===== src/rtl/dma_rs_pkg.sv =====
package dma_rs_pkg;
  typedef enum logic [1:0] {
    MODE_BLOCK = 2'd0,
    MODE_STEP  = 2'd1,
    MODE_BURST = 2'd2,
    MODE_CONT  = 2'd3
  } xfer_mode_e;

  typedef enum logic [1:0] {
    SQ_IDLE  = 2'd0,
    SQ_READ  = 2'd1,
    SQ_WRITE = 2'd2
  } sq_state_e;
endpackage


===== src/rtl/dma_rs_chan.sv =====
// Per-channel request front end: synchronizer, width qualifier,
// pending flag, enable and remaining unit count.
module dma_rs_chan #(
  parameter int CNT_W = 8
) (
  input  logic             clk,
  input  logic             rst_n,
  input  logic             dreq_i,
  input  logic             arm_i,
  input  logic [CNT_W-1:0] cnt_load_i,
  input  logic             start_i,
  input  logic             unit_end_i,
  output logic             req_lvl_o,
  output logic             pend_o,
  output logic             last_o
);
  logic             sync1_q, sync2_q;
  logic [1:0]       wc_q, wc_d;
  logic             pend_q, pend_d;
  logic             en_q, en_d;
  logic [CNT_W-1:0] cnt_q, cnt_d;
  logic             fire, finish, ctl_en;

  // second consecutive high sample qualifies the request
  assign fire   = sync2_q && (wc_q == 2'd1) && en_q;
  assign finish = unit_end_i && (cnt_q == CNT_W'(1));
  assign ctl_en = arm_i | fire | start_i | unit_end_i;

  always_comb begin
    wc_d = wc_q;
    if (!sync2_q)           wc_d = 2'd0;
    else if (wc_q != 2'd2)  wc_d = wc_q + 2'd1;

    pend_d = pend_q;
    en_d   = en_q;
    cnt_d  = cnt_q;
    if (arm_i) begin
      pend_d = 1'b0;
      en_d   = (cnt_load_i != '0);
      cnt_d  = cnt_load_i;
    end else begin
      if (fire)         pend_d = 1'b1;
      else if (start_i) pend_d = 1'b0;
      if (unit_end_i && cnt_q != '0) cnt_d = cnt_q - CNT_W'(1);
      if (finish) begin
        en_d   = 1'b0;
        pend_d = 1'b0;
      end
    end
  end

  always_ff @(posedge clk or negedge rst_n) begin
    if (!rst_n) begin
      sync1_q <= 1'b0;
      sync2_q <= 1'b0;
      wc_q    <= 2'd0;
    end else begin
      sync1_q <= dreq_i;
      sync2_q <= sync1_q;
      wc_q    <= wc_d;
    end
  end

  always_ff @(posedge clk or negedge rst_n) begin
    if (!rst_n) begin
      pend_q <= 1'b0;
      en_q   <= 1'b0;
      cnt_q  <= '0;
    end else if (ctl_en) begin
      pend_q <= pend_d;
      en_q   <= en_d;
      cnt_q  <= cnt_d;
    end
  end

  assign req_lvl_o = sync2_q;
  assign pend_o    = pend_q;
  assign last_o    = en_q && (cnt_q == CNT_W'(1));

  assert_start_needs_pend_R3: assert property (@(posedge clk) disable iff (!rst_n)
    start_i |-> pend_q);
  assert_disable_after_last_R11: assert property (@(posedge clk) disable iff (!rst_n)
    (unit_end_i && last_o && !arm_i) |=> (!en_q && !pend_q));
  assert_no_pend_when_off_R12: assert property (@(posedge clk) disable iff (!rst_n)
    (!en_q && !arm_i && $past(!en_q)) |-> !pend_q);
endmodule


===== src/rtl/dma_rs_arb.sv =====
// Fixed-priority grant, channel 0 highest.
module dma_rs_arb #(
  parameter int NCH = 3
) (
  input  logic [NCH-1:0] req_i,
  output logic [NCH-1:0] gnt_o
);
  logic [NCH:0] seen;
  assign seen[0] = 1'b0;
  for (genvar i = 0; i < NCH; i++) begin : g_prio
    assign seen[i+1] = seen[i] | req_i[i];
    assign gnt_o[i]  = req_i[i] & ~seen[i];
  end
endmodule


===== src/rtl/dma_rs_seq.sv =====
// Unit sequencer: read/write strobes, acknowledge, end-of-process,
// continuation decision.
module dma_rs_seq
  import dma_rs_pkg::*;
#(
  parameter int NCH    = 3,
  parameter int BLK_W  = 4,
  parameter int WAIT_W = 3
) (
  input  logic              clk,
  input  logic              rst_n,
  input  logic [NCH-1:0]    pend_i,
  input  logic [NCH-1:0]    last_i,
  input  logic [NCH-1:0]    req_lvl_i,
  input  xfer_mode_e        mode_i,
  input  logic [BLK_W-1:0]  blk_i,
  input  logic [WAIT_W-1:0] wait_i,
  input  logic              dst_ext_i,
  output logic [NCH-1:0]    start_o,
  output logic [NCH-1:0]    unit_end_o,
  output logic [NCH-1:0]    dack_o,
  output logic [NCH-1:0]    deop_o,
  output logic              rd_n_o,
  output logic              wr_n_o
);
  localparam int UCNT_W = BLK_W + WAIT_W + 2;
  localparam logic [UCNT_W-1:0] MARG_SRC = UCNT_W'(3);
  localparam logic [UCNT_W-1:0] MARG_DST = UCNT_W'(4);

  sq_state_e         state_q, state_d;
  logic [NCH-1:0]    ch_q, ch_d, gnt;
  logic [BLK_W-1:0]  acc_q, acc_d, usize;
  logic [WAIT_W-1:0] wcnt_q, wcnt_d, w_eff, w_first;
  logic [UCNT_W-1:0] ucnt_q, ucnt_d, last_rd, marg, samp, us_x, w_x;
  logic              keep_q, keep_d;
  logic              req_cur, last_cur, unit_done, again, seq_en;

  dma_rs_arb #(.NCH(NCH)) i_arb (.req_i(pend_i), .gnt_o(gnt));

  assign w_eff   = (wait_i == '0) ? WAIT_W'(1) : wait_i;
  assign w_first = w_eff - WAIT_W'(1);
  assign usize   = (mode_i == MODE_STEP || blk_i == '0) ? BLK_W'(1) : blk_i;
  assign us_x    = UCNT_W'(usize);
  assign w_x     = UCNT_W'(w_eff);
  // index of the final read cycle inside the unit
  assign last_rd = (us_x - UCNT_W'(1)) * (w_x << 1) + w_x - UCNT_W'(1);
  assign marg    = dst_ext_i ? MARG_DST : MARG_SRC;
  assign samp    = (last_rd + UCNT_W'(1) > marg) ? (last_rd + UCNT_W'(1) - marg) : '0;

  assign req_cur   = |(req_lvl_i & ch_q);
  assign last_cur  = |(last_i & ch_q);
  assign unit_done = (state_q == SQ_WRITE) && (wcnt_q == '0) && (acc_q == BLK_W'(1));
  assign again     = !last_cur && ((mode_i == MODE_BURST) || (mode_i == MODE_CONT && keep_q));
  assign seq_en    = (state_q != SQ_IDLE) || (|gnt);

  always_comb begin
    state_d = state_q;
    ch_d    = ch_q;
    acc_d   = acc_q;
    wcnt_d  = wcnt_q;
    ucnt_d  = ucnt_q;
    keep_d  = keep_q;
    case (state_q)
      SQ_IDLE: begin
        if (|gnt) begin
          state_d = SQ_READ;
          ch_d    = gnt;
          acc_d   = usize;
          wcnt_d  = w_first;
          ucnt_d  = '0;
          keep_d  = 1'b0;
        end
      end
      SQ_READ: begin
        ucnt_d = ucnt_q + UCNT_W'(1);
        if (wcnt_q == '0) begin
          state_d = SQ_WRITE;
          wcnt_d  = w_first;
        end else begin
          wcnt_d = wcnt_q - WAIT_W'(1);
        end
      end
      SQ_WRITE: begin
        ucnt_d = ucnt_q + UCNT_W'(1);
        if (wcnt_q != '0) begin
          wcnt_d = wcnt_q - WAIT_W'(1);
        end else if (acc_q != BLK_W'(1)) begin
          state_d = SQ_READ;
          acc_d   = acc_q - BLK_W'(1);
          wcnt_d  = w_first;
        end else if (again) begin
          state_d = SQ_READ;
          acc_d   = usize;
          wcnt_d  = w_first;
          ucnt_d  = '0;
        end else begin
          state_d = SQ_IDLE;
        end
      end
      default: state_d = SQ_IDLE;
    endcase
    if (state_q != SQ_IDLE && ucnt_q == samp) keep_d = req_cur;
  end

  always_ff @(posedge clk or negedge rst_n) begin
    if (!rst_n) begin
      state_q <= SQ_IDLE;
      ch_q    <= '0;
      acc_q   <= '0;
      wcnt_q  <= '0;
      ucnt_q  <= '0;
      keep_q  <= 1'b0;
    end else if (seq_en) begin
      state_q <= state_d;
      ch_q    <= ch_d;
      acc_q   <= acc_d;
      wcnt_q  <= wcnt_d;
      ucnt_q  <= ucnt_d;
      keep_q  <= keep_d;
    end
  end

  assign start_o    = (state_q == SQ_IDLE) ? gnt : '0;
  assign unit_end_o = unit_done ? ch_q : '0;
  assign deop_o     = (unit_done && last_cur) ? ch_q : '0;
  assign dack_o     = (state_q != SQ_IDLE) ? ch_q : '0;
  assign rd_n_o     = (state_q != SQ_READ);
  assign wr_n_o     = (state_q != SQ_WRITE);

  assert_dack_onehot_R4: assert property (@(posedge clk) disable iff (!rst_n)
    $onehot0(dack_o));
  assert_strobe_has_dack_R5: assert property (@(posedge clk) disable iff (!rst_n)
    (!rd_n_o || !wr_n_o) |-> (|dack_o));
  assert_write_follows_read_R5: assert property (@(posedge clk) disable iff (!rst_n)
    $fell(wr_n_o) |-> $past(!rd_n_o));
  assert_deop_in_write_R11: assert property (@(posedge clk) disable iff (!rst_n)
    (|deop_o) |-> (!wr_n_o && (deop_o == dack_o)));
  assert_deop_single_R11: assert property (@(posedge clk) disable iff (!rst_n)
    (|deop_o) |=> (deop_o == '0));
endmodule


===== src/rtl/dma_req_seq.sv =====
module dma_req_seq
  import dma_rs_pkg::*;
#(
  parameter int NCH    = 3,
  parameter int CNT_W  = 8,
  parameter int BLK_W  = 4,
  parameter int WAIT_W = 3
) (
  input  logic              clk,
  input  logic              rst_n,
  input  logic [NCH-1:0]    dreq_i,
  input  logic [NCH-1:0]    ch_arm_i,
  input  logic [CNT_W-1:0]  xfer_cnt_i,
  input  logic [1:0]        mode_i,
  input  logic [BLK_W-1:0]  blk_size_i,
  input  logic [WAIT_W-1:0] wait_i,
  input  logic              dst_ext_i,
  output logic [NCH-1:0]    dack_o,
  output logic [NCH-1:0]    deop_o,
  output logic              rd_n_o,
  output logic              wr_n_o,
  output logic [NCH-1:0]    pend_o
);
  logic           rs1_q, rs2_q;
  logic [NCH-1:0] req_lvl, pend, last, start, unit_end;

  // asynchronous assert, synchronous release
  always_ff @(posedge clk or negedge rst_n) begin
    if (!rst_n) begin
      rs1_q <= 1'b0;
      rs2_q <= 1'b0;
    end else begin
      rs1_q <= 1'b1;
      rs2_q <= rs1_q;
    end
  end

  for (genvar c = 0; c < NCH; c++) begin : g_chan
    dma_rs_chan #(.CNT_W(CNT_W)) i_chan (
      .clk        (clk),
      .rst_n      (rs2_q),
      .dreq_i     (dreq_i[c]),
      .arm_i      (ch_arm_i[c]),
      .cnt_load_i (xfer_cnt_i),
      .start_i    (start[c]),
      .unit_end_i (unit_end[c]),
      .req_lvl_o  (req_lvl[c]),
      .pend_o     (pend[c]),
      .last_o     (last[c])
    );
  end

  dma_rs_seq #(.NCH(NCH), .BLK_W(BLK_W), .WAIT_W(WAIT_W)) i_seq (
    .clk        (clk),
    .rst_n      (rs2_q),
    .pend_i     (pend),
    .last_i     (last),
    .req_lvl_i  (req_lvl),
    .mode_i     (xfer_mode_e'(mode_i)),
    .blk_i      (blk_size_i),
    .wait_i     (wait_i),
    .dst_ext_i  (dst_ext_i),
    .start_o    (start),
    .unit_end_o (unit_end),
    .dack_o     (dack_o),
    .deop_o     (deop_o),
    .rd_n_o     (rd_n_o),
    .wr_n_o     (wr_n_o)
  );

  assign pend_o = pend;

  assert_reset_quiet_R1: assert property (@(posedge clk) disable iff (!rst_n)
    !rs2_q |-> (rd_n_o && wr_n_o && dack_o == '0 && deop_o == '0));
endmodule


===== config.mk =====
export PLATFORM = sky130hd
export DESIGN_NAME = dma_req_seq
export DESIGN_NICKNAME = d
export VERILOG_FILES = /design/src/rtl/dma_rs_pkg.sv /design/src/rtl/dma_rs_chan.sv /design/src/rtl/dma_rs_arb.sv /design/src/rtl/dma_rs_seq.sv /design/src/rtl/dma_req_seq.sv
export SDC_FILE = /design/constraint.sdc
export NUM_CORES = 1
export LEC_CHECK = 0
export BUFFER_PORTS_ARGS = -buffer_cell sky130_fd_sc_hd__buf_4
export CORE_AREA = 3 3 130 69
export CTS_CLUSTER_DIAMETER = 40
export DETAILED_ROUTE_END_ITERATION = 12
export DIE_AREA = 0 0 133 72
export PLACE_DENSITY = 0.81
export SYNTH_ARGS = -nofsm -noshare
export SYNTH_HDL_FRONTEND = slang
export SYNTH_SLANG_ARGS = --single-unit

===== constraint.sdc =====
create_clock -name clk -period 3.7 [get_ports clk]
set_input_delay 0.74 -clock clk [delete_from_list [all_inputs] [get_ports clk]]
set_output_delay 0.74 -clock clk [all_outputs]
set_load 0.01 [all_outputs]

==> flow_summary.yaml, run 1 <==
floorplanning:
  core_um2: 7914
  die_area_um2: 9576
  die_width_um: 133
  start_util_pct: 59.60
  die_height_um: 72
  rows: 23
  ios: 37
place:
  dp_hpwl_um: 8112
  routabilityCongestion: 0.8332
  post_dp_cell_area_um2: 5455
  place_ws_ns: -1.289
  portBuffers: 36
logic_synthesis:
  synth_edf_count: 0
  syn_nets: 621
  synthArstFlopShare_pct: 100.0
  netlist_area_um2: 4717
  ys_types: 58
  avgSynthCellArea_um2: 8.530
  synth_top_flop_cell: "dfrtp_1"
  yosysSeqAreaShare_pct: 35.01
  ys_ff_latch: 66
  yosys_warnings: 0
  netlist_instances: 553
drt:
  wirelength_um: 11460
  firstDrtPassIters: 5
  drc: 0
  drt_iter0_drc: 396
  drt-vias-per-instance: 5.592
  wl_per_cell_um: 15.17
  num_vias: 4222
  drtAntennaViolNets: 0
worst_setup_path:
  start_kind: "input pin"
  crit_required_ns: 3.90
  path_class: "input pin to register"
  crit_fanout: 4
  worst_ep_arrival_time_ns: 4.77
  end_kind: "register"
clocking:
  htree_levels: 3
  cts_root_buffer: "clkbuf_16"
  cts_tree: "done"
  insertion_delay_ns: 0.33
  cts_hold_buf: 0
  clkSinkCount: 66
  path_clk_slew_ns: 0.06
  clock_path_buffers: 2
  cts_made_buffers: 9
final_layout:
  area_delta_synth_final_pct: 26.68
  drive_gt1_share_pct: 22.71
  fin_area_um2: 5976
  nets: 706
  postLayoutCoreUtil_pct: 75.51
  antenna_cells: 0
grt:
  antenna_found_initial: 0
  grt_use_total_pct: 24.69
  grt_pass1_vias: 4174
  gr-total-overflow: 0
  grt_pass1_wl_um: 19160
  grt_max_degree: 47
sta:
  setup_viol: 1
  worst_slew_pin_slew_ns: 0.9994
  final_max_slew_viol_count: 0
  max_freq_mhz: 218.8
  fin_crit_sh_pct: 123.5
  slew_headroom_pct: 33.37
  hold_viol: 0
  period_minus_slack_ns: 4.570
  rsz0062_at_grt: "yes"
  clock_skew_ns: 0.008909
  setup_ws_ns: -0.8697
hold_path:
  hold_class: "input pin to async pin"
outcome:
  violations: "setup timing"
  status: "complete, but fails checks"
power:
  power_leakage_uw: 0.002728
  powerDensity_nw_per_um2: 554.5
  ir_drop_mv: 0.4106
flow_run:
  cap_violations: 0
-- final cells by class --
class                           count  area, µm²
Clock buffer                       11      252.7
Sequential cell                    66       1653
Timing Repair Buffer               94      724.4
Fill cell                         551       1938
Multi-Input combinational cell    426       2992
Tap cell                          112      140.1
Clock inverter                      5      60.06
Inverter                           41      153.9
-- per-stage QoR --
| step | TNS, ns | std cells | hold WS [ns] | total power, µW |
|---|---|---|---|---|
| 4_1_cts | -0.8008 | 752 | 0.1701 | 3276 |
| 2_1_floorplan | -1.078 | 553 | 0.3312 | 1919 |
| 6_report | -0.8697 | 755 | 0.1789 | 3313 |
| 5_1_grt | -1.022 | 755 | 0.1646 | 3537 |
| 3_3_place_gp | -1.153 | 729 | 0.3333 | 2282 |
| 3_5_place_dp | -1.289 | 729 | 0.3356 | 2343 |
-- cell families (layout without fill, tap and decap cells) --
group,after synthesis,count (layout),share of synthesized area (%)
other,1,1,0.07950
DFF,66,66,35.01
xor gates and xnor gates,48,48,9.204
adders and majority gates,42,42,12.41
and+or+nand+nor,210,210,22.02
buffers and inverters,61,151,5.332
AOI/OAI and AO/OA,122,122,15.28
muxes,3,3,0.6631
-- synth_stat cells, types with 8 or more instances --
master / count / area, µm²
dfrtp_1: 66 / 1652
fa_1: 8 / 160.2
xor2_1: 18 / 157.7
nand3_1: 8 / 40.04
nor2_1: 39 / 146.4
inv_1: 41 / 153.9
xnor2_1: 29 / 254.0
and3_1: 9 / 56.30
nand2b_1: 14 / 87.58
nor2b_1: 10 / 62.56
ha_1: 34 / 425.4
nor3_1: 17 / 85.08
nand2_1: 73 / 274.0
clkbuf_1: 13 / 48.80
o21ai_0: 64 / 320.3
a21oi_1: 20 / 100.1
-- critical path, stage by stage --
cell	delay, ns
buf_6	0.09
nor2b_4	0.12
nor3_4	0.22
ha_4	0.24
nand2b_4	0.14
fa_1	0.45
inv_1	0.07
ha_2	0.18
inv_2	0.05
fa_2	0.52
nor2b_4	0.17
nand3b_4	0.10
or4_4	0.55
a211o_1	0.28
mux2i_1	0.17
xor2_1	0.11
nor4b_2	0.28
nand4_1	0.14
mux2i_1	0.14
-- registers in the layout (all words and copies together), names as in the netlist --
name / count
g_chan.i_chan.cnt_q: 24
g_chan.i_chan.en_q: 3
g_chan.i_chan.pend_o: 3
g_chan.i_chan.req_lvl_o: 3
g_chan.i_chan.sync1_q: 3
g_chan.i_chan.wc_q: 6
i_seq.acc_q: 4
i_seq.ch_q: 3
i_seq.keep_q: 1
i_seq.state_q: 2
i_seq.ucnt_q: 9
i_seq.wcnt_q: 3
rs1_q: 1
rs2_q: 1
-- power breakdown --
part	switching [µW]	total [µW]	leakage [µW]	internal, µW
Combinational	772	1430	0.00176	656
Sequential	149	1010	0.000820	857
Clock	318	878	0.000152	560
Total	1240	3310	0.00273	2070
-- routing by layer --
metal	up-vias	part of all wire (%)	GRT usage [%]
met5	-	0	0
met4	0	2.4	8.180
met2	120	49	43.65
met1	2010	43	30.69
met3	36	5.0	5.332
li1	2056	-	-
-- cell usage in the layout (no fill, tap or decap), types with 18 or more instances in the layout --
| cell | instances |
|---|---|
| xnor2_1 | 27 |
| a21oi_1 | 18 |
| buf_4 | 89 |
| o21ai_0 | 63 |
| nand2_1 | 69 |
| xor2_1 | 18 |
| dfrtp_1 | 65 |
| ha_1 | 30 |
| inv_1 | 38 |
| nor2_1 | 39 |
-- timing repair --
action,CTS,global route
gates resized for setup,20,8
buffers inserted,7,3
setup endpoints to repair,1,1
pin swaps,20,12
-- path summary, 6_finish.rpt --
path	start	to	slack [ns]	depth (start not counted)
min in group clk	g_chan[0].i_chan.sync1_q$_DFF_PN0_	g_chan[0].i_chan.req_lvl_o$_DFF_PN0_	0.35	0
worst max register to register	g_chan[2].i_chan.cnt_q[3]$_DFFE_PN0P_	i_seq.ucnt_q[2]$_DFFE_PN0P_	0.59	10
max in group asynchronous	rs2_q$_DFF_PN0_	i_seq.acc_q[3]$_DFFE_PN0P_	2.43	1
worst max-delay path	mode_i[0]	i_seq.keep_q$_DFFE_PN0P_	-0.87	19
worst min register to register	g_chan[0].i_chan.sync1_q$_DFF_PN0_	g_chan[0].i_chan.req_lvl_o$_DFF_PN0_	0.35	0
worst min-delay path	rst_n	rs1_q$_DFF_PN0_	0.18	1
Note: power is estimated with default switching activity, not from simulation.
==> inputs of run 2 (changes only) <==
Settings changed: CORE_AREA 3 3 130 69 to 5 5 132 71, DIE_AREA 0 0 133 72 to 0 0 137 76.
==> run 2 against run 1 <==
Effect of this change:
- the run still ends with setup timing left
- first-iteration DRC count up 0.25%
- worst hold slack about the same
- count of clock-buffer cells in the layout up 3
- combinational power up 3%
- maximum frequency up 0.34%
- power up 0.97%
- non-clock buffer count down 4
- critical path depth up 2
- sequential power about the same
- flip-flop and latch count unchanged
- clock power down 1%
- largest power group unchanged
==> flow_summary.yaml, run 2 (synthesis gave the netlist of run 1 again) <==
clocking:
  insertion_delay_ns: 0.33
  htree_levels: 3
  path_clk_slew_ns: 0.05
  cts_made_buffers: 9
  clkSinkCount: 66
  clock_path_buffers: 2
  cts_tree: "done"
  cts_root_buffer: "clkbuf_16"
hold_path:
  hold_class: "input pin to async pin"
worst_setup_path:
  worstSetupEndpoint: "i_seq.keep_q$_DFFE_PN0P_"
  start_kind: "input pin"
  worst_ep_arrival_time_ns: 4.75
  r2r-start: "g_chan[2].i_chan.cnt_q[3]$_DFFE_PN0P_"
  critical_path.startpoint: "mode_i[0]"
  r2r_cells: 10
  path_class: "input pin to register"
  crit_fanout: 3
  r2r-end: "i_seq.ucnt_q[3]$_DFFE_PN0P_"
  reg2reg_slack_ns: 0.45
  end_kind: "register"
  crit_required_ns: 3.90
power:
  power_leakage_uw: 0.002670
  powerDensity_nw_per_um2: 568.2
  ir_drop_mv: 0.3470
drt:
  num_vias: 4402
  firstDrtPassIters: 5
  drtAntennaViolNets: 0
  drt_iter0_drc: 397
  wl_per_cell_um: 17.21
  drt-vias-per-instance: 5.823
  drc: 0
  wirelength_um: 13010
outcome:
  violations: "setup timing"
  status: "complete, but fails checks"
final_layout:
  layout_common_cells: "buf_4 (89), nand2_1 (72), dfrtp_1 (65)"
  multi_input_area_um2: 2957
  seq_area_um2: 1653
  antenna_cells: 0
  drive_gt1_share_pct: 20.81
  nets: 702
  reg_top3: "g_chan.i_chan.cnt_q (24), i_seq.ucnt_q (9), g_chan.i_chan.wc_q (6)"
  layout_commonest_cell: "buf_4"
  largest_register_ffs: 24
  fillCellCount: 625
  max_flop_register: "g_chan.i_chan.cnt_q"
  area_delta_synth_final_pct: 24.83
sta:
  worst_slew_pin_slew_ns: 0.9833
  hold_viol: 0
  period_minus_slack_ns: 4.554
  setup_viol: 1
  fin_crit_sh_pct: 123.1
  final_max_slew_viol_count: 0
  max_freq_mhz: 219.6
  hold_ws_ns: 0.1788
  finalSetupTns_ns: -0.8544
  rsz0062_at_grt: "yes"
  setup_ws_ns: -0.8544
  slew_headroom_pct: 34.16
  clock_skew_ns: 0.004195
flow_run:
  cap_violations: 0
grt:
  grt_use_total_pct: 25.98
  grt_max_degree: 38
  globalRouteMet2Util_pct: 37.00
  busiest_layer: "met1"
  grtUsageMet1_pct: 39.36
  grt_pass1_wl_um: 21510
  met3_usage_pct: 6.201
  gr-total-overflow: 0
  grt_pass1_vias: 4373
  antenna_found_initial: 0
place:
  routabilityCongestion: 0.9659
  place_ws_ns: -1.343
  dp_hpwl_um: 9540
  portBuffers: 36
floorplanning:
  core_um2: 8258
  die_height_um: 76
  die_area_um2: 10410
  die_width_um: 137
  ios: 37
  rows: 24
  start_util_pct: 57.12
-- run 2: stage by stage --
| step | cell area, µm² | power [µW] | cells | utilization, % |
|---|---|---|---|---|
| 6_report | 5888 | 3346 | 756 | 71.30 |
| 5_1_grt | 5888 | 3574 | 756 | 71.30 |
| 4_1_cts | 5851 | 3296 | 756 | 70.85 |
| 3_5_place_dp | 5477 | 2387 | 736 | 66.32 |
| 3_3_place_gp | 5477 | 2299 | 736 | 66.32 |
| 2_1_floorplan | 4791 | 1919 | 553 | - |
-- run 2: layout make-up --
| class | instances | share of cell area (%) |
|---|---|---|
| repair buffers | 90 | 11.54 |
| flip-flops and latches | 66 | 28.07 |
| clock inverters | 2 | 0.5950 |
| well taps | 117 | 2.486 |
| multi-input cells | 426 | 50.21 |
| inverters | 41 | 2.614 |
| clock buffers | 14 | 4.484 |
-- run 2: worst max-delay path, cell delays in order --
cell,delay (ns)
buf_6,0.09
buf_4,0.13
nand2b_1,0.09
nand2_1,0.10
ha_4,0.18
xnor2_2,0.15
nand2_1,0.09
fa_1,0.49
inv_1,0.05
ha_2,0.17
inv_2,0.05
fa_2,0.49
nor2b_4,0.18
nand3b_4,0.10
or4_4,0.54
a211o_1,0.32
mux2i_2,0.18
xor2_1,0.12
nor4b_2,0.21
nand4_1,0.13
mux2i_1,0.14
-- run 2: repair_timing --
action	4_1_cts	5_1_grt
hold buffers	0	0
endpoints found under the setup margin	1	1
pin swaps	11	2
endpoints found under the hold margin	0	0
resized for setup	9	8
buffers inserted	4	0
-- run 2: how the worst min path moves through the flow --
stage                                       startpoint                                    to  slack (ns)  cells past startpoint
floorplan           g_chan[0].i_chan.sync1_q$_DFF_PN0_  g_chan[0].i_chan.req_lvl_o$_DFF_PN0_        0.33                      0
CTS                                              rst_n                       rs2_q$_DFF_PN0_        0.17                      1
global route                                     rst_n                       rs1_q$_DFF_PN0_        0.16                      1
global placement    g_chan[0].i_chan.sync1_q$_DFF_PN0_  g_chan[0].i_chan.req_lvl_o$_DFF_PN0_        0.33                      0
detailed placement  g_chan[0].i_chan.sync1_q$_DFF_PN0_  g_chan[0].i_chan.req_lvl_o$_DFF_PN0_        0.34                      0
finish                                           rst_n                       rs2_q$_DFF_PN0_        0.18                      1
-- run 2: report_power, final --
group          switching, µW  internal [µW]  leakage [µW]
Combinational            820            651       0.00170
Clock                    307            558      0.000147
Sequential               151            858      0.000820
-- run 2: routing by layer --
metal | share of wire, % | routed length [µm]
met3 | 7.3 | 946
met2 | 43 | 5627
met5 | 0 | 0
met4 | 1.6 | 212
met1 | 48 | 6228
==> inputs of run 3 (changes only) <==
Settings changed: MAX_ROUTING_LAYER from default to met4.
==> run 3 against run 2 <==
Effect of this change:
- the run still ends with setup timing left
- power down 4.8%
- count of clock-buffer cells in the layout decreased by 2
- critical path depth is the same
- flip-flop and latch count unchanged
- largest cell class unchanged
- cell count shrank 0.40%
- via count down 2.3%
- non-clock buffer count decreased by 2
- first-iteration DRC count grew 7.1%
- sequential share of layout area up 0.18 points
- final area shrank 0.64%
==> flow_summary.yaml, run 3 (synthesis gave the netlist of run 1 again) <==
final_layout:
  antenna_cells: 0
  layout_common_cells: "buf_4 (84), nand2_1 (71), dfrtp_1 (65)"
  layout_commonest_cell: "buf_4"
  fin_area_um2: 5851
  reg_top3: "g_chan.i_chan.cnt_q (24), i_seq.ucnt_q (9), g_chan.i_chan.wc_q (6)"
  area_delta_synth_final_pct: 24.03
  nets: 700
  max_flop_register: "g_chan.i_chan.cnt_q"
  largest_register_ffs: 24
  drive_gt1_share_pct: 20.60
worst_setup_path:
  worst_ep_arrival_time_ns: 4.70
  end_kind: "register"
  start_kind: "input pin"
  crit_required_ns: 3.90
  crit_fanout: 4
  path_class: "input pin to register"
drt:
  drtAntennaViolNets: 0
  num_vias: 4299
  firstDrtPassIters: 5
  drt-vias-per-instance: 5.709
  wirelength_um: 12270
  wl_per_cell_um: 16.29
  drt_iter0_drc: 425
  drc: 0
grt:
  grt_max_degree: 37
  grt_pass1_vias: 4195
  grt_use_total_pct: 25.36
  gr-total-overflow: 0
  grt_pass1_wl_um: 20540
  antenna_found_initial: 0
sta:
  final_max_slew_viol_count: 0
  hold_viol: 0
  worst_slew_pin_slew_ns: 0.8188
  hold_ws_ns: 0.1857
  setup_viol: 1
  slew_headroom_pct: 45.17
  rsz0062_at_grt: "yes"
  setup_ws_ns: -0.8070
  max_freq_mhz: 221.9
  period_minus_slack_ns: 4.507
  fin_crit_sh_pct: 121.8
  clock_skew_ns: 0.005787
power:
  powerDensity_nw_per_um2: 544.6
  power_leakage_uw: 0.002652
  p_total_uw: 3186
  ir_drop_mv: 0.3315
clocking:
  cts_root_buffer: "clkbuf_16"
  path_clk_slew_ns: 0.06
  clock_path_buffers: 2
  cts_hold_buf: 0
  htree_levels: 3
  clkSinkCount: 66
  cts_made_buffers: 9
  insertion_delay_ns: 0.32
  cts_tree: "done"
place:
  routabilityCongestion: 0.9523
  portBuffers: 36
  dp_hpwl_um: 9366
  post_dp_cell_area_um2: 5469
outcome:
  status: "complete, but fails checks"
  violations: "setup timing"
floorplanning:
  start_util_pct: 57.12
  die_area_um2: 10410
  die_height_um: 76
  die_width_um: 137
  ios: 37
  rows: 24
  core_um2: 8258
flow_run:
  cap_violations: 0
hold_path:
  hold_class: "input pin to async pin"
[run 3: cell count changes in the layout (fill, tap and decap cells not counted), sizes merged]
| cell | delta |
|---|---|
| clkbuf | -2 |
| bufinv | -1 |
| buf | -2 |
| clkinv | +1 |
| clkinvlp | +1 |
[run 3: cell type report]
cell class / instances / area [µm²]
multi-input cells: 426 / 2958
clock buffers: 12 / 246.5
inverters: 41 / 153.9
well taps: 117 / 146.4
fillers: 593 / 2407
repair buffers: 88 / 675.6
clock inverters: 3 / 17.52
flip-flops and latches: 66 / 1653
[run 3: final timing paths]
kind / start / end / slack, ns / cells past startpoint
min: rst_n / rs2_q$_DFF_PN0_ / 0.19 / 1
max in group asynchronous: rs2_q$_DFF_PN0_ / i_seq.acc_q[2]$_DFFE_PN0P_ / 2.45 / 1
min in group clk: g_chan[0].i_chan.sync1_q$_DFF_PN0_ / g_chan[0].i_chan.req_lvl_o$_DFF_PN0_ / 0.35 / 0
min reg2reg: g_chan[0].i_chan.sync1_q$_DFF_PN0_ / g_chan[0].i_chan.req_lvl_o$_DFF_PN0_ / 0.35 / 0
max: mode_i[0] / i_seq.keep_q$_DFFE_PN0P_ / -0.81 / 21
max reg2reg: g_chan[1].i_chan.cnt_q[2]$_DFFE_PN0P_ / i_seq.ucnt_q[5]$_DFFE_PN0P_ / 0.54 / 9
[run 3: worst max-delay path, cell delays in order]
cell and delay [ns]:
buf_6 0.09, buf_4 0.13, nand2b_1 0.12, nand2_2 0.08, ha_4 0.17, xnor2_2 0.15
nand2_1 0.09, fa_1 0.48, inv_1 0.05, ha_2 0.17, inv_2 0.05, fa_2 0.48
nor2b_4 0.19, nand3b_4 0.11, or4_4 0.54, a211o_1 0.30, mux2i_1 0.17, xor2_1 0.11
nor4b_2 0.21, nand4_1 0.14, mux2i_1 0.14
[run 3: routing by layer]
| metal | global-route usage [%] | part of all wire [%] | vias to the layer above |
|---|---|---|---|
| li1 | - | - | 2047 |
| met1 | 38.16 | 48 | 2090 |
| met2 | 35.00 | 43 | 154 |
| met3 | 6.069 | 8.2 | 8 |
| met4 | 4.880 | 0.44 | 0 |
| met5 | - | 0 | - |
[run 3: stage by stage]
step	cells	TNS (ns)	setup slack [ns]	utilization (%)
global placement	735	-1.207	-1.207	66.23
CTS	753	-0.8505	-0.8505	70.32
floorplan	553	-1.078	-1.078	-
global route	753	-1.027	-1.027	70.85
finish	753	-0.8070	-0.8070	70.85
detailed placement	735	-1.348	-1.348	66.23
[run 3: timing repair]
item | CTS | global route
resized for setup | 10 | 9
buffers inserted | 3 | 0
pin swaps | 12 | 1
endpoints found under the hold margin | 0 | 0
endpoints found under the setup margin | 1 | 1
[run 3: report_power, final]
group	internal (µW)	switching (µW)	total [µW]
clock	465	293	759
sequential	858	150	1010
combinational	638	782	1420
